$ cat src/rtl/crt_pkg.sv
package crt_pkg;
   typedef enum logic [1:0] {
      ST_FREE = 2'd0,
      ST_PEND = 2'd1,
      ST_WAIT = 2'd2
   } ent_st_e;

   localparam logic [1:0] CMD_IDLE = 2'd0;
   localparam logic [1:0] CMD_RDD  = 2'd1;
   localparam logic [1:0] CMD_VRD  = 2'd2;
   localparam logic [1:0] CMD_WRB  = 2'd3;

   localparam logic [1:0] RSP_DATA = 2'd0;

   localparam logic [1:0] TAG_I = 2'd0;
   localparam logic [1:0] TAG_S = 2'd1;
   localparam logic [1:0] TAG_E = 2'd2;
endpackage

$ cat src/rtl/crt_first_set.sv
module crt_first_set #(
   parameter int N  = 4,
   parameter int IW = 2
) (
   input  logic [N-1:0]  vec,
   output logic          found,
   output logic [IW-1:0] idx
);
   always_comb begin
      found = 1'b0;
      idx   = '0;
      for (int i = N - 1; i >= 0; i--) begin
         if (vec[i]) begin
            found = 1'b1;
            idx   = IW'(i);
         end
      end
   end
endmodule

$ cat src/rtl/crt_addr_cam.sv
module crt_addr_cam #(
   parameter int N  = 4,
   parameter int AW = 32
) (
   input  logic [N-1:0][AW-1:0] tags,
   input  logic [AW-1:0]        key,
   output logic [N-1:0]         hit
);
   for (genvar g = 0; g < N; g++) begin : g_cmp
      assign hit[g] = (tags[g] == key);
   end
endmodule

$ cat src/rtl/crt_idx_fifo.sv
module crt_idx_fifo #(
   parameter int DEPTH = 4,
   parameter int IW    = 2
) (
   input  logic          clk,
   input  logic          rst_n,
   input  logic          push,
   input  logic [IW-1:0] push_idx,
   input  logic          pop,
   output logic          empty,
   output logic [IW-1:0] head
);
   localparam int PW = (DEPTH > 1) ? $clog2(DEPTH) : 1;
   localparam int CW = $clog2(DEPTH + 1);
   localparam logic [PW-1:0] LAST = PW'(DEPTH - 1);

   logic [IW-1:0] mem [DEPTH];
   logic [PW-1:0] rd_q, wr_q;
   logic [CW-1:0] cnt_q;

   assign empty = (cnt_q == '0);
   assign head  = mem[rd_q];

   always_ff @(posedge clk) begin
      if (push) mem[wr_q] <= push_idx;
   end

   always_ff @(posedge clk) begin
      if (!rst_n) begin
         rd_q  <= '0;
         wr_q  <= '0;
         cnt_q <= '0;
      end else begin
         if (push) wr_q <= (wr_q == LAST) ? '0 : wr_q + 1'b1;
         if (pop)  rd_q <= (rd_q == LAST) ? '0 : rd_q + 1'b1;
         case ({push, pop})
            2'b10:   cnt_q <= cnt_q + 1'b1;
            2'b01:   cnt_q <= cnt_q - 1'b1;
            default: cnt_q <= cnt_q;
         endcase
      end
   end
endmodule

$ cat src/rtl/cohrd_tracker.sv
module cohrd_tracker
   import crt_pkg::*;
#(
   parameter int AW      = 32,
   parameter int NE      = 4,
   parameter int RDD_MAX = 2
) (
   input  logic          clk,
   input  logic          rst_n,
   input  logic          req_valid,
   input  logic          req_vict,
   input  logic [AW-1:0] req_addr,
   input  logic          req_instr,
   input  logic          req_dirty,
   output logic          req_ready,
   input  logic          wb_valid,
   input  logic [AW-1:0] wb_addr,
   output logic          wb_ready,
   output logic          wb_reject,
   output logic          bus_valid,
   output logic [1:0]    bus_cmd,
   output logic [AW-1:0] bus_addr,
   output logic [1:0]    bus_wb_state,
   input  logic          rsp_valid,
   input  logic [1:0]    rsp_code,
   input  logic          rsp_shared,
   output logic          done_data,
   output logic          done_ierr,
   output logic          done_derr,
   output logic [AW-1:0] done_addr
);
   localparam int IW = (NE > 1) ? $clog2(NE) : 1;
   localparam int CW = $clog2(NE + 1);

   if (NE < 2) begin : g_bad_depth
      $error("cohrd_tracker: NE must be at least 2");
   end
   if (RDD_MAX != 1 && RDD_MAX != 2) begin : g_bad_cap
      $error("cohrd_tracker: RDD_MAX must be 1 or 2");
   end
   if (AW < 1) begin : g_bad_aw
      $error("cohrd_tracker: AW must be positive");
   end

   ent_st_e             st_q [NE];
   logic [NE-1:0][AW-1:0] addr_q;
   logic [NE-1:0]       vict_q, instr_q, dirty_q, shared_q, fail_q;

   logic [NE-1:0] free_v, wait_v, pdirty_v, prdd_v;
   logic [NE-1:0] addr_hit, hit_wait, hit_pend;
   logic [CW-1:0] rdd_cnt;
   logic          rdd_full;

   for (genvar g = 0; g < NE; g++) begin : g_ent
      assign free_v[g]   = (st_q[g] == ST_FREE);
      assign wait_v[g]   = (st_q[g] == ST_WAIT);
      assign pdirty_v[g] = (st_q[g] == ST_PEND) && vict_q[g] && dirty_q[g];
      assign prdd_v[g]   = (st_q[g] == ST_PEND) && !vict_q[g];
   end

   assign rdd_cnt = CW'($countones(prdd_v));

   if (RDD_MAX == 1) begin : g_cap_one
      assign rdd_full = (rdd_cnt != '0);
   end else begin : g_cap_many
      assign rdd_full = (rdd_cnt >= CW'(RDD_MAX));
   end

   crt_addr_cam #(.N(NE), .AW(AW)) u_cam (
      .tags (addr_q),
      .key  (wb_addr),
      .hit  (addr_hit)
   );
   assign hit_wait = addr_hit & wait_v;
   assign hit_pend = addr_hit & pdirty_v;

   logic          alloc_ok, wb_hit;
   logic [IW-1:0] alloc_idx, wb_idx;

   crt_first_set #(.N(NE), .IW(IW)) u_alloc (
      .vec   (free_v),
      .found (alloc_ok),
      .idx   (alloc_idx)
   );
   crt_first_set #(.N(NE), .IW(IW)) u_wbsel (
      .vec   (hit_wait),
      .found (wb_hit),
      .idx   (wb_idx)
   );

   logic          rsp_fire, fifo_empty, rsp_err, rsp_keep;
   logic [IW-1:0] head_idx;
   logic          req_fire, wb_take, wb_rej;

   assign wb_ready  = wb_hit || !(|hit_pend);
   assign wb_take   = wb_valid && wb_hit;
   assign wb_rej    = wb_valid && !wb_hit && !(|hit_pend);
   assign req_ready = alloc_ok && (req_vict || !rdd_full) && !wb_take;
   assign req_fire  = req_valid && req_ready;

   crt_idx_fifo #(.DEPTH(NE), .IW(IW)) u_order (
      .clk      (clk),
      .rst_n    (rst_n),
      .push     (req_fire),
      .push_idx (alloc_idx),
      .pop      (rsp_fire),
      .empty    (fifo_empty),
      .head     (head_idx)
   );

   assign rsp_fire = rsp_valid && !fifo_empty;
   assign rsp_err  = (rsp_code != RSP_DATA);
   assign rsp_keep = vict_q[head_idx] && dirty_q[head_idx];

   always_ff @(posedge clk) begin
      if (!rst_n) begin
         for (int i = 0; i < NE; i++) st_q[i] <= ST_FREE;
      end else begin
         if (rsp_fire) begin
            if (rsp_keep) begin
               st_q[head_idx]     <= ST_WAIT;
               shared_q[head_idx] <= rsp_shared;
               fail_q[head_idx]   <= rsp_err;
            end else begin
               st_q[head_idx] <= ST_FREE;
            end
         end
         if (wb_take) st_q[wb_idx] <= ST_FREE;
         if (req_fire) begin
            st_q[alloc_idx]    <= ST_PEND;
            addr_q[alloc_idx]  <= req_addr;
            vict_q[alloc_idx]  <= req_vict;
            instr_q[alloc_idx] <= req_instr;
            dirty_q[alloc_idx] <= req_vict && req_dirty;
         end
      end
   end

   logic [1:0] wb_state;
   always_comb begin
      if (fail_q[wb_idx])        wb_state = TAG_I;
      else if (shared_q[wb_idx]) wb_state = TAG_S;
      else                       wb_state = TAG_E;
   end

   always_ff @(posedge clk) begin
      if (!rst_n) begin
         bus_valid    <= 1'b0;
         bus_cmd      <= CMD_IDLE;
         bus_addr     <= '0;
         bus_wb_state <= TAG_I;
         wb_reject    <= 1'b0;
         done_data    <= 1'b0;
         done_ierr    <= 1'b0;
         done_derr    <= 1'b0;
         done_addr    <= '0;
      end else begin
         bus_valid <= wb_take || req_fire;
         wb_reject <= wb_rej;
         if (wb_take) begin
            bus_cmd      <= CMD_WRB;
            bus_addr     <= addr_q[wb_idx];
            bus_wb_state <= wb_state;
         end else if (req_fire) begin
            bus_cmd      <= req_vict ? CMD_VRD : CMD_RDD;
            bus_addr     <= req_addr;
            bus_wb_state <= TAG_I;
         end else begin
            bus_cmd      <= CMD_IDLE;
            bus_addr     <= '0;
            bus_wb_state <= TAG_I;
         end
         done_data <= rsp_fire && !rsp_err;
         done_ierr <= rsp_fire && rsp_err && instr_q[head_idx];
         done_derr <= rsp_fire && rsp_err && !instr_q[head_idx];
         done_addr <= rsp_fire ? addr_q[head_idx] : '0;
      end
   end
endmodule

$ cat config.mk
export PLATFORM = sky130hd
export DESIGN_NAME = cohrd_tracker
export DESIGN_NICKNAME = d
export VERILOG_FILES = /design/src/rtl/crt_pkg.sv /design/src/rtl/crt_first_set.sv /design/src/rtl/crt_addr_cam.sv /design/src/rtl/crt_idx_fifo.sv /design/src/rtl/cohrd_tracker.sv
export SDC_FILE = /design/constraint.sdc
export NUM_CORES = 1
export LEC_CHECK = 0
export ABC_AREA = 1
export BUFFER_PORTS_ARGS = -buffer_cell sky130_fd_sc_hd__buf_2
export CORE_ASPECT_RATIO = 1.75
export CORE_MARGIN = 2
export CORE_UTILIZATION = 55
export DETAILED_ROUTE_END_ITERATION = 16
export PLACE_DENSITY = 0.76
export SETUP_SLACK_MARGIN = 0.05
export SYNTH_ARGS = -nofsm -noshare
export SYNTH_HDL_FRONTEND = slang
export SYNTH_SLANG_ARGS = --single-unit
$ cat constraint.sdc
create_clock -name clk -period 4.64 [get_ports clk]
set_input_delay 1.16 -clock clk [delete_from_list [all_inputs] [get_ports clk]]
set_output_delay 1.16 -clock clk [all_outputs]
set_load 0.02 [all_outputs]
# Word level (Yosys, flattened, before mapping)
# Memory sizes are Yosys's and may differ from the RTL's. A register that Yosys moved wholly into a read port is not among the register bits.
# Index checks and enable logic that the tools add are counted.
[op_classes]
n_addsub = 7
n_lt_le_gt_ge = 6
eq_ne = 16
muxes = 79
bitwise_logic = 5
reduce_logical = 56
[ops]
columns = ["op", "count"]
rows = [
  ["32-bit two-way mux", 5],
  ["32-bit binary-select mux with 2-bit select", 2],
  ["128-bit bitwise mux", 1],
  ["32-bit == test", 4],
  ["32-bit demux with 2-bit select", 1],
  ["2-bit two-way mux", 23],
  ["1-bit two-way mux", 34],
  ["1-bit logical AND", 27],
  ["4-bit bitwise mux", 5],
  ["2-bit == test (second input constant)", 7],
  ["1-bit logical NOT", 11],
  ["1-bit binary-select mux with 2-bit select", 5],
  ["2-bit by 1-bit == test with 1-bit output (second input constant)", 5],
  ["2-bit by 3-bit less-than comparator with 1-bit output (second input constant)", 3],
  ["4-bit bitwise AND", 2],
  ["2-bit logical NOT", 4],
  ["3-bit case mux with 2 select lines", 1],
  ["2-bit OR reduction", 3],
  ["1-bit by 1-bit adder with 2-bit output", 2],
  ["2-bit by 1-bit adder with 2-bit output (second input constant)", 2],
  ["1-bit demux with 2-bit select", 2],
  ["2-bit by 1-bit >= comparator with 1-bit output (second input constant)", 2],
  ["2-bit AND reduction", 2],
  ["2-bit nonzero test", 2],
  ["other kinds (11)", 14],
]
[word_totals]
regBits = 228
ramBits = 16
inputBits = 75
output_inout_bits = 75
elab_cells = 192
n_memories = 2
[memory_table]
columns = ["name", "depth", "word_bits", "read_ports", "rd_clocked_by_memory_dff", "wr", "line", "rtl"]
rows = [
  ["st_q", 4, 2, 4, 0, 4, "cohrd_tracker.sv:45", "ent_st_e st_q [NE];"],
  ["u_order.mem", 4, 2, 1, 1, 1, "crt_idx_fifo.sv:17", "logic [IW-1:0] mem [DEPTH];"],
]

# Logic depth before layout (Yosys ltp)
[logic_depth]
depth_word = 15
ltp_mapped = 21
depth_no_buf = 20

# Modules after synthesis
# Synthesis repeated with hierarchy kept, for this count alone.
[hier_totals]
hier_cells = 1570
hier_area_um2 = 12349.3
[by_module_without_submodules]
columns = ["module", "instances", "cells_each", "area_per_inst_um2", "seq_area_each_um2"]
rows = [
  ["cohrd_tracker", 1, 846, 9100.0, 6105.9],
  ["crt_addr_cam", 1, 629, 2421.1, 0.0],
  ["crt_idx_fifo", 1, 79, 755.7, 420.4],
  ["crt_first_set", 2, 8, 36.3, 0.0],
]

# Worst setup path after synthesis
# No wires, ideal clock.
[synth_timing]
path_kind = "input to register"
from = "in wb_addr[13]"
to = "reg addr_q[100] (netlist name), enable pin"
setup_ns = 0.427
t_arrival_ns = 3.930
required_time_ns = 4.213
slack_ns = 0.282
cell_stages = 15
path_buffers = 1
path_cell_list = "buf_2 > inv_1 > nand2_1 > nand2_1 > nand2_1 > nor2_1 > nand2_1 > nor2_4 > nand3_4 > nand2_2 > nor2_4 > nor2_4 > nor2_4 > nand4_2 > nor2_1"
[synth_via]
elab_chain_len = 11
elab_cells_between_ends = 14
classes_between = "4 x eq/ne; 4 x mux; 1 x bitwise; 5 x reduce/logical"
[synth_rtl]
columns = ["element", "line", "rtl"]
rows = [
  ["from (decl)", "cohrd_tracker.sv:17", "input logic [AW-1:0] wb_addr,"],
  ["32-bit == test", "crt_addr_cam.sv:10", "assign hit[g] = (tags[g] == key);"],
  ["4-bit bitwise AND (*)", "cohrd_tracker.sv:74", "assign hit_wait = addr_hit & wait_v;"],
  ["1-bit two-way mux (3 in series)", "crt_first_set.sv:13", "if (vec[i]) begin"],
  ["1-bit two-way mux (*)", "crt_first_set.sv:13", ""],
  ["1-bit logical AND (*)", "cohrd_tracker.sv:96", "assign wb_take = wb_valid && wb_hit;"],
  ["1-bit logical NOT (*)", "cohrd_tracker.sv:98", "assign req_ready = alloc_ok && (req_vict || !rdd_full) && !wb_take;"],
  ["1-bit logical AND (*)", "cohrd_tracker.sv:98", ""],
  ["net req_ready", "cohrd_tracker.sv:15", "output logic req_ready,"],
  ["1-bit logical AND (*)", "cohrd_tracker.sv:99", "assign req_fire = req_valid && req_ready;"],
  ["2-bit AND reduction (no source line) (*)", "-", ""],
  ["to (signal, indexed assignment)", "cohrd_tracker.sv:131", "addr_q[alloc_idx] <= req_addr;"],
  ["to (decl)", "cohrd_tracker.sv:46", "logic [NE-1:0][AW-1:0] addr_q;"],
]
# Mark *: on every way through the listed nets, which the timed path passes. The rest lies on a longest branch.
# A chain may end at the register's enable or synchronous reset.

# Worst setup path after layout
[layout_timing]
from = "in wb_addr[29]"
to = "out req_ready"
[layout_via]
elab_chain_len = 9
elab_cells_between_ends = 12
classes_between = "4 x eq/ne; 4 x mux; 1 x bitwise; 3 x reduce/logical"
[layout_rtl]
columns = ["element", "line"]
rows = [
  ["32-bit == test", "crt_addr_cam.sv:10"],
  ["4-bit bitwise AND (*)", "cohrd_tracker.sv:74"],
  ["1-bit two-way mux (3 in series)", "crt_first_set.sv:13"],
  ["1-bit two-way mux (*)", "crt_first_set.sv:13"],
  ["1-bit logical AND (*)", "cohrd_tracker.sv:96"],
  ["1-bit logical NOT (*)", "cohrd_tracker.sv:98"],
  ["1-bit logical AND (*)", "cohrd_tracker.sv:98"],
  ["to (decl)", "cohrd_tracker.sv:15"],
]
# Mark *: on every way between the ends. The rest lies on a longest branch, timed or not.

==> summary.txt <==
largest net degree at the start of global routing - 37
post-route ant nets - 0
Starting Density - 56.2%
most area-hungry cell type in the Yosys netlist - edfxtp_1
mean area per synthesized cell - 9.49 um2
HP Start - u_order.cnt_q[2]
CTS clk-pin slew, worst paths - 70 ps
DR pass1 iterations - 5
Crit Path Max Fanout - 5
final setup vio count - 0
initial antenna violation count - 2
multi-input logic area - 4570 um2
Most used DFF post-synth - edfxtp_1
RSZ-0062 raised after global routing - no
Rel. slew slack - 23.7%
Worst Tran Pin Value - 1140 ps
# H-tree levels - 1
sequential share of the synthesized area - 55.5%
clock skew - 16.8 ps
share of layout cells above drive strength 1 - 18.1%
hold slack - 474 ps
Mapped Nets - 1,322
area delta synth->final - 14.1%
Die Height - 197 um
vias in the first global route - 9,289
Via density - 5.76
Setup TNS - 0 ps
nets@finish - 1,447
Ys Warns - 0
Die ar. - 22,600 um2
number of fill cells in the layout - 1,640
static leakage - 5.49 nW
worst-skew pair later-pin latency - 520 ps
part of the cycle the worst path needs - 87.2%
Reg area - 6530 um2
DRT iter0 DRCs - 985
pwr/cell area - 434 nW/um2
CP startpoint kind - primary input
clock sinks - 246
# DRC - 0
CTS tree - done
Die Span X - 115 um
post_cts resized - 0
Worst Path Required - 3480 ps
port bufs - 149
Root Driver - clkbuf_16
MaxCap Viol Count - 0
FFs w/ async S/R, synth - 0%
Tot GR Track Use - 29.1%
wire per inst - 20.4 um
Synth cell types - 44
status - complete, no violations
GR Overflow Total - 0
Worst Setup SP - wb_addr[29]
count of pins over their slew limit - 0
Post-Route WL - 33,400 um
synthesized instance count - 1,239
final hold viol count - 0
Reg2Reg Launch Point - st_q[1][0]
Post-CTS Hold Fix Bufs - 0
CP Capture Type - primary output
highest clock rate - 0.247 GHz
largest cells by area after synthesis - edfxtp_1 (41%), dfxtp_1 (15%), nand2_1 (12%)
EDFF count, synth - 160
post-synth top area share - 40.9%
most frequent cell after synthesis - nand2_1
worst hold path class - flop to flop
fin crit period - 4050 ps
CP Data Arrival Time - 2890 ps
first-pass GRT wire length - 49,700 um
FP Rows - 70
Yosys reg bits - 246
Syn Std Cell Area - 11,800 um2
core area - 20,900 um2
synth cell count leaders - nand2_1 (362), edfxtp_1 (160), xnor2_1 (107)
Peak VDD IR - 332 uV
Clock Tree Buf Depth - 3
CP Class - primary input to primary output
I/O pins - 150
via count - 9,424
Post-CTS Repair Setup Buffers - 0
Final HPWL DP - 22,300 um
placer congestion estimate - 0.971
CTS buffer count - 23
[final cells by class]
| cell class | count | share of cell area, % |
|---|---|---|
| clock buffers | 31 | 4.82 |
| inverters | 82 | 2.33 |
| clock inverters | 10 | 0.821 |
| well taps | 252 | 2.35 |
| diodes | 3 | 0.0560 |
| flip-flops and latches | 246 | 48.6 |
| multi-input cells | 843 | 34.1 |
| repair buffers | 168 | 6.90 |
[final timing paths]
path	endpoint	slack, ps	cells past startpoint
hold / removal	u_order.cnt_q[2]	470	2
setup / recovery	req_ready	590	12
setup reg to reg	addr_q[7]	1140	11
hold reg to reg	u_order.cnt_q[2]	470	2
[kinds of logic after synthesis]
| family | share of synthesized area (%) |
|---|---|
| xor gates and xnor gates | 7.97 |
| adders and majority gates | 0.979 |
| DFF | 55.5 |
| buffers and inverters | 5.84 |
| and+or+nand+nor | 20.4 |
| AOI/OAI and AO/OA | 9.24 |
[metrics by stage]
step           instances  utilization [%]  worst slack, ps  area [um2]  power (mW)
3_3_place_gp        1591             60.4              627       12700        3.92
3_5_place_dp        1591             60.4              603       12700        3.95
5_1_grt             1634             64.1              494       13400        6.03
6_report            1635             64.1              595       13400        5.83
4_1_cts             1632             64.1              606       13400        5.82
2_1_floorplan       1239                -              282       11800        3.46
[power breakdown]
group | switching, mW | total, mW | internal, mW
registers | 0.0790 | 2.58 | 2.50
clock network | 0.812 | 1.91 | 1.09
logic | 0.928 | 1.34 | 0.415
total | 1.82 | 5.83 | 4.01
[worst max-delay path, stage by stage]
cell,delay [ps]
buf_2,140
xnor2_1,320
nand2_1,110
nor2_1,170
nand2_1,80
nor2_2,190
nand3_2,140
nand2_2,160
nor2_4,60
nor2_4,130
nor2_4,70
buf_2,160
[cells in the final DEF, fill, tap and decap left out, types with 8 or more instances in the layout]
cell type,instances
o21ai_0,21
buf_2,149
xnor2_1,107
a22oi_1,65
a21oi_1,44
nor2_4,8
dfxtp_1,86
nand3_1,87
nand2_1,362
buf_4,16
nor2_1,82
clkbuf_16,24
edfxtp_1,160
inv_1,69
inv_2,8
[sequential cells by signal, indices dropped and copies added, names as in the netlist, 2 cells and up, named ones only]
signal         flops
u_order.wr_q       2
u_order.rd_q       2
shared_q           4
bus_wb_state       2
fail_q             4
dirty_q            4
u_order.cnt_q      3
bus_cmd            2
addr_q           128
u_order.mem        8
instr_q            4
vict_q             4
st_q               8
bus_addr          32
done_addr         32
[layer usage]
layer	part of all wire, %	up-vias	track usage, %
met3	8.3	134	4.73
met1	34	4390	31.7
met4	6.1	0	16.7
li1	-	4384	-
met5	0	-	0
met2	51	516	52.6
No activity file was read; power rests on OpenSTA's default activity.
